## src/rtl/crw_pkg.sv

```systemverilog
package crw_pkg;
  localparam int RA_W   = 8;
  localparam int BYTE_W = 8;
  localparam int WORD_W = 24;

  typedef enum logic [2:0] {
    SEL_OTHER = 3'd0,
    SEL_PTR   = 3'd1,
    SEL_LO    = 3'd2,
    SEL_MID   = 3'd3,
    SEL_HI    = 3'd4
  } reg_sel_e;
endpackage

```

## src/rtl/crw_coef_ram.sv

```systemverilog
module crw_coef_ram
  import crw_pkg::*;
#(
  parameter int          DEPTH   = 128,
  parameter int          LAT     = 2,
  parameter logic [23:0] PAT_MUL = 24'h010203,
  parameter logic [23:0] PAT_ADD = 24'h5A3C1E,
  localparam int         AW      = $clog2(DEPTH)
) (
  input  logic              clk,
  input  logic              rst,
  input  logic              rd_en,
  input  logic [AW-1:0]     rd_addr,
  output logic              rd_valid,
  output logic [AW-1:0]     rd_tag,
  output logic [WORD_W-1:0] rd_data
);
  logic [WORD_W-1:0] mem [DEPTH];
  logic [LAT-1:0]    v_q;
  logic [AW-1:0]     a_q [LAT];
  logic [WORD_W-1:0] d_q [LAT];

  initial begin
    for (int i = 0; i < DEPTH; i++) begin
      mem[i] = WORD_W'(PAT_MUL * i + PAT_ADD);
    end
  end

  // valid pipeline carries reset; data pipeline does not (block RAM friendly)
  always_ff @(posedge clk) begin
    if (rst) begin
      v_q <= '0;
    end else begin
      v_q[0] <= rd_en;
      for (int s = 1; s < LAT; s++) v_q[s] <= v_q[s-1];
    end
  end

  always_ff @(posedge clk) begin
    if (rd_en) begin
      d_q[0] <= mem[rd_addr];
      a_q[0] <= rd_addr;
    end
    for (int s = 1; s < LAT; s++) begin
      d_q[s] <= d_q[s-1];
      a_q[s] <= a_q[s-1];
    end
  end

  assign rd_valid = v_q[LAT-1];
  assign rd_tag   = a_q[LAT-1];
  assign rd_data  = d_q[LAT-1];
endmodule

```

## src/rtl/crw_prefetch.sv

```systemverilog
module crw_prefetch
  import crw_pkg::*;
#(
  parameter int AW = 7
) (
  input  logic              clk,
  input  logic              rst,
  input  logic              trig,
  input  logic [AW-1:0]     trig_addr,
  output logic              ram_req,
  output logic [AW-1:0]     ram_req_addr,
  input  logic              ram_valid,
  input  logic [AW-1:0]     ram_tag,
  input  logic [WORD_W-1:0] ram_data,
  output logic [WORD_W-1:0] hold_word,
  output logic              busy
);
  logic [AW-1:0] want_q;
  logic          hit;

  assign hit = ram_valid && busy && (ram_tag == want_q);

  always_ff @(posedge clk) begin
    if (rst) begin
      ram_req      <= 1'b0;
      ram_req_addr <= '0;
      want_q       <= '0;
      busy         <= 1'b0;
      hold_word    <= '0;
    end else begin
      ram_req <= trig;
      if (trig) begin
        ram_req_addr <= trig_addr;
        want_q       <= trig_addr;
      end
      if (trig)     busy <= 1'b1;
      else if (hit) busy <= 1'b0;
      if (hit && !trig) hold_word <= ram_data;
    end
  end


  hold_src_chk: assert property (@(posedge clk) disable iff (rst)
    !$stable(hold_word) |-> $past(ram_valid));

  busy_rise_chk: assert property (@(posedge clk) disable iff (rst)
    trig |=> busy);

  stale_drop_chk: assert property (@(posedge clk) disable iff (rst)
    (ram_valid && ram_tag != want_q) |=> $stable(hold_word));
endmodule

```

## src/rtl/crw_regs.sv

```systemverilog
module crw_regs
  import crw_pkg::*;
#(
  parameter int          DEPTH   = 128,
  parameter logic [7:0]  PTR_REG = 8'h7C,
  localparam int         AW      = $clog2(DEPTH),
  localparam logic [7:0] LO_REG  = PTR_REG + 8'd1,
  localparam logic [7:0] MID_REG = PTR_REG + 8'd2,
  localparam logic [7:0] HI_REG  = PTR_REG + 8'd3
) (
  input  logic              clk,
  input  logic              rst,
  input  logic              ra_load,
  input  logic [RA_W-1:0]   ra_value,
  input  logic              wd_valid,
  input  logic [BYTE_W-1:0] wd_byte,
  input  logic              rd_next,
  input  logic [WORD_W-1:0] hold_word,
  output logic [BYTE_W-1:0] rd_byte,
  output logic              trig,
  output logic [AW-1:0]     trig_addr
);
  logic [RA_W-1:0] reg_ptr;
  logic [AW-1:0]   cptr;
  logic            lo_run;
  reg_sel_e        sel;
  logic            load_idx, adv_idx;
  logic [AW-1:0]   idx_inc;

  always_comb begin
    unique case (reg_ptr)
      PTR_REG: sel = SEL_PTR;
      LO_REG:  sel = SEL_LO;
      MID_REG: sel = SEL_MID;
      HI_REG:  sel = SEL_HI;
      default: sel = SEL_OTHER;
    endcase
  end

  assign idx_inc  = (cptr == AW'(DEPTH - 1)) ? '0 : cptr + 1'b1;
  assign load_idx = !ra_load && wd_valid && (sel == SEL_PTR);
  assign adv_idx  = !ra_load && !wd_valid && rd_next && (sel == SEL_HI) && lo_run;
  assign trig     = load_idx || adv_idx;
  assign trig_addr = load_idx ? AW'(32'(wd_byte) % DEPTH) : idx_inc;

  always_ff @(posedge clk) begin
    if (rst) begin
      reg_ptr <= '0;
      cptr    <= '0;
      lo_run  <= 1'b0;
      rd_byte <= '0;
    end else begin
      if (ra_load)                  reg_ptr <= ra_value;
      else if (wd_valid || rd_next) reg_ptr <= reg_ptr + 1'b1;

      if (trig) cptr <= trig_addr;

      if (ra_load || wd_valid)       lo_run <= 1'b0;
      else if (rd_next) begin
        if (sel == SEL_LO)           lo_run <= 1'b1;
        else if (sel != SEL_MID)     lo_run <= 1'b0;
      end

      unique case (sel)
        SEL_PTR: rd_byte <= BYTE_W'(cptr);
        SEL_LO:  rd_byte <= hold_word[7:0];
        SEL_MID: rd_byte <= hold_word[15:8];
        SEL_HI:  rd_byte <= hold_word[23:16];
        default: rd_byte <= '0;
      endcase
    end
  end


  ptr_step_chk: assert property (@(posedge clk) disable iff (rst)
    (rd_next && !ra_load) |=> reg_ptr == $past(reg_ptr) + 8'd1);

  idx_wrap_chk: assert property (@(posedge clk) disable iff (rst)
    (adv_idx && cptr == AW'(DEPTH - 1)) |=> cptr == '0);

  idx_hold_chk: assert property (@(posedge clk) disable iff (rst)
    (rd_next && !wd_valid && sel != SEL_HI) |=> $stable(cptr));

  idx_adv_chk: assert property (@(posedge clk) disable iff (rst)
    adv_idx |=> cptr != $past(cptr));
endmodule

```

## src/rtl/coef_readback_window.sv

```systemverilog
module coef_readback_window
  import crw_pkg::*;
#(
  parameter int          RAM_DEPTH = 128,
  parameter int          RAM_LAT   = 2,
  parameter logic [7:0]  PTR_REG   = 8'h7C,
  parameter logic [23:0] PAT_MUL   = 24'h010203,
  parameter logic [23:0] PAT_ADD   = 24'h5A3C1E,
  localparam int         AW        = $clog2(RAM_DEPTH)
) (
  input  logic       clk,
  input  logic       rst,
  input  logic       ra_load,
  input  logic [7:0] ra_value,
  input  logic       wd_valid,
  input  logic [7:0] wd_byte,
  input  logic       rd_next,
  output logic [7:0] rd_byte,
  output logic       pf_busy
);
  logic              trig;
  logic [AW-1:0]     trig_addr;
  logic              ram_req;
  logic [AW-1:0]     ram_req_addr;
  logic              ram_valid;
  logic [AW-1:0]     ram_tag;
  logic [WORD_W-1:0] ram_data;
  logic [WORD_W-1:0] hold_word;

  crw_regs #(.DEPTH(RAM_DEPTH), .PTR_REG(PTR_REG)) u_regs (
    .clk(clk), .rst(rst), .ra_load(ra_load), .ra_value(ra_value),
    .wd_valid(wd_valid), .wd_byte(wd_byte), .rd_next(rd_next),
    .hold_word(hold_word), .rd_byte(rd_byte),
    .trig(trig), .trig_addr(trig_addr));

  crw_prefetch #(.AW(AW)) u_pf (
    .clk(clk), .rst(rst), .trig(trig), .trig_addr(trig_addr),
    .ram_req(ram_req), .ram_req_addr(ram_req_addr),
    .ram_valid(ram_valid), .ram_tag(ram_tag), .ram_data(ram_data),
    .hold_word(hold_word), .busy(pf_busy));

  crw_coef_ram #(.DEPTH(RAM_DEPTH), .LAT(RAM_LAT),
                 .PAT_MUL(PAT_MUL), .PAT_ADD(PAT_ADD)) u_ram (
    .clk(clk), .rst(rst), .rd_en(ram_req), .rd_addr(ram_req_addr),
    .rd_valid(ram_valid), .rd_tag(ram_tag), .rd_data(ram_data));


  reset_quiet_chk: assert property (@(posedge clk)
    $past(rst) |-> (rd_byte == 8'd0 && !pf_busy));
endmodule

```

## config.mk

```make
export PLATFORM = sky130hd
export DESIGN_NAME = coef_readback_window
export DESIGN_NICKNAME = d
export VERILOG_FILES = /design/src/rtl/crw_pkg.sv /design/src/rtl/crw_coef_ram.sv /design/src/rtl/crw_prefetch.sv /design/src/rtl/crw_regs.sv /design/src/rtl/coef_readback_window.sv
export SDC_FILE = /design/constraint.sdc
export NUM_CORES = 1
export LEC_CHECK = 0
export BUFFER_PORTS_ARGS = -buffer_cell sky130_fd_sc_hd__buf_2
export CORE_ASPECT_RATIO = 1.25
export CORE_MARGIN = 2
export CORE_UTILIZATION = 28
export CTS_CLUSTER_DIAMETER = 60
export CTS_CLUSTER_SIZE = 10
export DETAILED_ROUTE_END_ITERATION = 6
export GPL_ROUTABILITY_DRIVEN = 0
export PLACE_DENSITY = 0.43
export SLEW_MARGIN = 15
export SYNTH_ARGS = -nofsm -noshare
export SYNTH_HDL_FRONTEND = slang
export SYNTH_SLANG_ARGS = --single-unit
```

## constraint.sdc

```tcl
create_clock -name clk -period 3.65 [get_ports clk]
set_input_delay 0.5475 -clock clk [delete_from_list [all_inputs] [get_ports clk]]
set_output_delay 0.5475 -clock clk [all_outputs]
set_load 0.005 [all_outputs]
```

# Word-level counts from Yosys, hierarchy flattened

Memories as Yosys holds them, arrays and structs flattened. A register that Yosys moved wholly into a read port is not among the register bits.
Cells that the tools add are included.

Word-level logic and storage cells: 57
Memories: 3
Bits in registers: 28
Bits in latches: 0
Memory bits (read-only): 3,072
RAM bits: 62
Bits of input ports: 21

$mul: 0
Reductions and logical operators: 20
Muxes and demuxes: 14
Bitwise gates (word level): 0
Divide/modulo/power cells: 0
Equal/unequal tests: 11
Shifts and indexed selects: 0
Add/subtract/negate cells: 2
Order comparisons: 0

Memories:

| name      | depth | bits a word | rd ports | clocked after Yosys merged registers in | write ports | line               | source |
|---|---|---|---|---|---|---|---|
| u_ram.mem | 128   | 24          | 1        | 1                                       | 0           | crw_coef_ram.sv:18 | `logic [WORD_W-1:0] mem [DEPTH];` |
| u_ram.d_q | 2     | 24          | 2        | 1                                       | 2           | crw_coef_ram.sv:21 | `logic [WORD_W-1:0] d_q [LAT];` |
| u_ram.a_q | 2     | 7           | 2        | 0                                       | 2           | crw_coef_ram.sv:20 | `logic [AW-1:0] a_q [LAT];` |

Operators with widths:

| cell                                          | count |
|---|---|
| == test 8 x 7 -> 1 bit, second input constant | 4 |
| one-hot mux 8 bit (4 select lines)            | 1 |
| 2-to-1 mux 7 bit                              | 4 |
| 2-to-1 mux 8 bit                              | 2 |
| one-hot mux 3 bit (4 select lines)            | 1 |
| logical AND 1 bit                             | 9 |
| adder 8 x 1 -> 8 bit, second input constant   | 1 |
| adder 7 x 1 -> 7 bit, second input constant   | 1 |
| == test 7 bit                                 | 1 |
| == test 7 bit, second input constant          | 1 |
| == test 3 x 2 -> 1 bit, second input constant | 2 |
| 2-to-1 mux 1 bit                              | 6 |
| nonzero test 2 bit                            | 3 |
| == test 3 x 1 -> 1 bit, second input constant | 1 |
| == test 3 bit, second input constant          | 1 |
| logical NOT 1 bit                             | 3 |
| logical OR 1 bit                              | 3 |
| != test 3 x 2 -> 1 bit, second input constant | 1 |
| AND reduction 2 bit                           | 1 |
| OR reduction 2 bit                            | 1 |

# Depth between registers and ports, before layout

Depth after elaboration: 8
Gate-level depth with buffers: 15
Depth with buffers taken out: 13

# Hierarchy

A second synthesis with hierarchy kept.

Cell total of the unflattened synthesis: 536
Area, all modules: 5,544.1 µm²

By module, submodules not included:

| module       | instances | cells an instance | seq. area each (µm²) | area an instance (µm²) |
|---|---|---|---|---|
| crw_coef_ram | 1         | 192               | 1,491.4              | 2,391.0 |
| crw_regs     | 1         | 201               | 480.5                | 1,681.6 |
| crw_prefetch | 1         | 143               | 660.6                | 1,471.4 |

# Worst setup path after synthesis

OpenSTA, ideal clock, no wires.

Kind: reg-to-reg
From: register u_regs.reg_ptr[0]
To: register with a tool-made name
Cell stages (with the launch flop): 16
Slack: 0.237 ns
Period minus slack after synthesis: 3.413 ns
Data arrival time: 3.286 ns
Buffers on the path: 2
Setup time: 0.127 ns
Cells stage by stage: dfxtp_1 > inv_1 > ha_1 > or4b_1 > nor4_1 > xnor2_1 > a211o_1 > clkbuf_1 > clkbuf_1 > inv_1 > ha_1 > nor2_1 > inv_1 > ha_1 > mux2i_1 > mux2i_1

RTL lines:

| what                   | line           | source |
|---|---|---|
| start, declared        | crw_regs.sv:23 | `logic [RA_W-1:0] reg_ptr;` |
| start signal, assigned | crw_regs.sv:53 | `if (ra_load) reg_ptr <= ra_value;` |
| start signal, assigned | crw_regs.sv:54 | `else if (wd_valid \|\| rd_next) reg_ptr <= reg_ptr + 1'b1;` |

==> impl_results.md <==
- Max Fclk: 0.293 GHz
- Syn avg cell area: between 10 and 15 sq um
- #FFs+latches synth: around 130
- Number of global-route vias before repair: around 3600
- R2R Setup Slk: between 0.2 and 0.25 ns
- Port bufs: 28
- Worst-Margin Slew: 0.625 ns
- Peak VDD IR: 0.274 mV
- RSZ-0062 raised after global routing: no
- Area delta synth->final: 21.9%
- Final setup violating endpoints: 0
- Most common cell after layout, fill and taps aside: dfxtp_1
- Yosys cell types: 68
- Core Area: about 0.019 sq mm
- Post-synthesis xor/xnor area fraction: 0.0217
- HP Start: u_ram.d_q[0][7]
- Post-CTS Setup Inserts: 0
- Cell family with most CP delay: simple AND/OR/NAND/NOR gates
- Adder-Cell Fraction of Synth Area: 0.0405
- Critical-path cell with the highest stage delay: or4_1
- Critical path class: flop to flop
- P_leak: roughly 2.6 nW
- TritonCTS Buffers: 17
- Tcrit/Tclk final: 0.934
- Share of layout cells above drive strength 1: 0.202
- Slew Limit Fails: 0
- Cell mode on critical path: ha_1
- DR DRC count: 0
- Arrival time at the worst endpoint: 3.70 ns
- Setup TNS: 0 ns
- Final Skew: around 0.011 ns
- Total of max-cap violations: 0
- CTS H-tree depth: 4
- Max-slew headroom: 0.580
- Clock-pin transition on the worst setup and hold timing paths: approximately 0.060 ns
- Fin cells: ~770
- Reg2Reg Depth: 12
- Gr usage total: 0.129
- First-pass GRT wire length: around 20 mm
- Boundary Pins: 30
- Placed insts: 735
- Post-synthesis mux area share: 0.0824
- Depth of the worst hold-timing path: 0
- RR Startpoint: u_regs.reg_ptr[0]
- CP max stage delay: 0.54 ns
- Final Hold Vio Count: 0
- Clk root buf: clkbuf_16
- Pwr Density: between 500 and 600 mW/mm^2
- Die Ht: roughly 160 microns
- Detailed placement HPWL: approximately 8.6 mm
- Hold-fix buffer count after cts: 0
- CP cell instances: inv_1, ha_1, or2_0, or4_1, or3_1, nand3_1, o21ai_0, or2_2, ha_1, nor2_1, nor3_1, o31a_1
- WHS Endpoint: u_ram.d_q[1][7]
- Top_reg_cell synth: dfxtp_1
- DR vias/cell: around 4.7
- Vias post-DR: 3626
- Async set-reset flop share out of synthesis: 0
- Compound-cell area share of the yosys netlist: 0.118
- CTS Buffer Depth: 2
- Starting Density: 0.283
- Drt pass-1 iters: 4
- Buf+Inv Stages, Crit Path: 1
- WP data required: 3.95 ns
- Syn nets: between 500 and 600
- Status: finished clean
- Post-Syn Area: between 0.005 and 0.006 sq mm
- Final min period: approximately 3.4 ns
- Die area: between 0.015 and 0.02 sq mm
- CTS tree: done
- Most frequent cells in the layout: 104 x dfxtp_1, 58 x nor2_1, 41 x mux2i_1
- Grt total ovfl: 0
- Gate Count Post-Synth: ~470
- Row cnt: 56
- Initial DRC count: 190
- Later-pin clock latency in the skew report: roughly 0.41 ns
- Post-synth EDFFs: 30
- HP Class: flop to flop
- # clock sinks: roughly 130
- Post-synthesis simple-gate area fraction: 0.141
- Largest net degree at the start of global routing: 43
- CP Max Fanout: 6
- CP endpoint kind: flop
- Sequential area share after synthesis: 0.568
- Ys Warns: 0
- Antenna viol nets, final: 0
- Average routed wire per standard cell: 15.9 microns
- Largest family of logic cells by synthesized area: simple AND/OR/NAND/NOR gates
- DRT Wirelength: around 12 mm
- CP startpoint kind: flop
- Inserted Diodes: 0
- Initial antenna violation count: 0
- Die width: ~130 microns
- Final net count: between 500 and 600
## worst reg2reg max path, stage by stage, from the launching register on
cell,delay [ns]
dfxtp_1,0.40
inv_1,0.11
ha_1,0.22
or2_0,0.23
or4_1,0.54
or3_1,0.39
nand3_1,0.09
o21ai_0,0.16
or2_2,0.38
ha_1,0.28
nor2_1,0.16
nor3_1,0.06
o31a_1,0.28
## kinds of logic (layout without fill, tap and decap cells)
family,after synthesis,in the layout
AOI/OAI and AO/OA,84,84
xor gates and xnor gates,13,13
adders and majority gates,17,17
buffers and inverters,39,105
DFF,134,134
muxes,43,43
and+or+nand+nor,139,139
## cell usage after synthesis (all sizes together) (4+ instances only)
cell type / n / area share
o31ai: 4 / 0.0057
nor3: 8 / 0.0076
clkbuf: 16 / 0.011
xnor2: 9 / 0.015
nand2: 18 / 0.014
o31a: 4 / 0.0083
a221oi: 7 / 0.012
a211oi: 5 / 0.0071
ha: 17 / 0.040
o21ai: 14 / 0.013
edfxtp: 30 / 0.17
or3: 4 / 0.0048
or4: 5 / 0.0071
mux2i: 41 / 0.078
xor2: 4 / 0.0067
nand3: 12 / 0.011
a21oi: 22 / 0.025
inv: 16 / 0.011
or2: 4 / 0.0048
nor2: 59 / 0.043
buf: 6 / 0.0052
dfxtp: 104 / 0.40
nor4: 6 / 0.0083
## worst max-delay path by stage
| stage | from | cells past startpoint | end |
|---|---|---|---|
| 2_1_floorplan | u_regs.reg_ptr[0] | 15 | flop |
| 3_5_place_dp | wd_valid | 11 | flop |
| 4_1_cts | u_regs.reg_ptr[0] | 12 | flop |
| 3_3_place_gp | wd_valid | 11 | flop |
| 5_1_grt | u_regs.reg_ptr[0] | 12 | flop |
| 6_report | u_regs.reg_ptr[0] | 12 | flop |
## where the power goes
part | switching (W) | internal, W
logic | 0.0000510 | 0.0000408
registers | 0.00000902 | 0.00151
clock network | 0.000707 | 0.000967
total | 0.000767 | 0.00252
## metal layers
metal / track usage / share of wire
met1: 0.152 / 0.43
met2: 0.230 / 0.52
met3: 0.0231 / 0.025
met4: 0.0576 / 0.022
met5: 0 / 0
## area by class of cell
type | count | area (sq um)
inverter | 17 | 63.8
clock inverter | 15 | 160
fill | 1846 | 12200
clock buffer | 17 | 425
sequential | 134 | 2980
timing repair buffer | 56 | 350
multi-input combinational | 296 | 2130
tap | 232 | 290
## metrics by stage
stage | worst slack (ns) | hold WS, ns | util | total power (W) | area (sq um)
floorplan | 0.237 | 0.323 | - | 0.00161 | 5260
global placement | 0.222 | 0.326 | 0.313 | 0.00165 | 5810
detailed placement | 0.238 | 0.328 | 0.313 | 0.00165 | 5810
CTS | 0.225 | 0.335 | 0.345 | 0.00334 | 6400
global route | 0.0274 | 0.342 | 0.345 | 0.00341 | 6400
finish | 0.242 | 0.336 | 0.345 | 0.00329 | 6400
## repair_timing
action / 4_1_cts / 5_1_grt
endpoints found under the hold margin: 0 / 0
endpoints found under the setup margin: 0 / 2
gates resized for setup: 0 / 1
(Power assumes the default switching activity.)
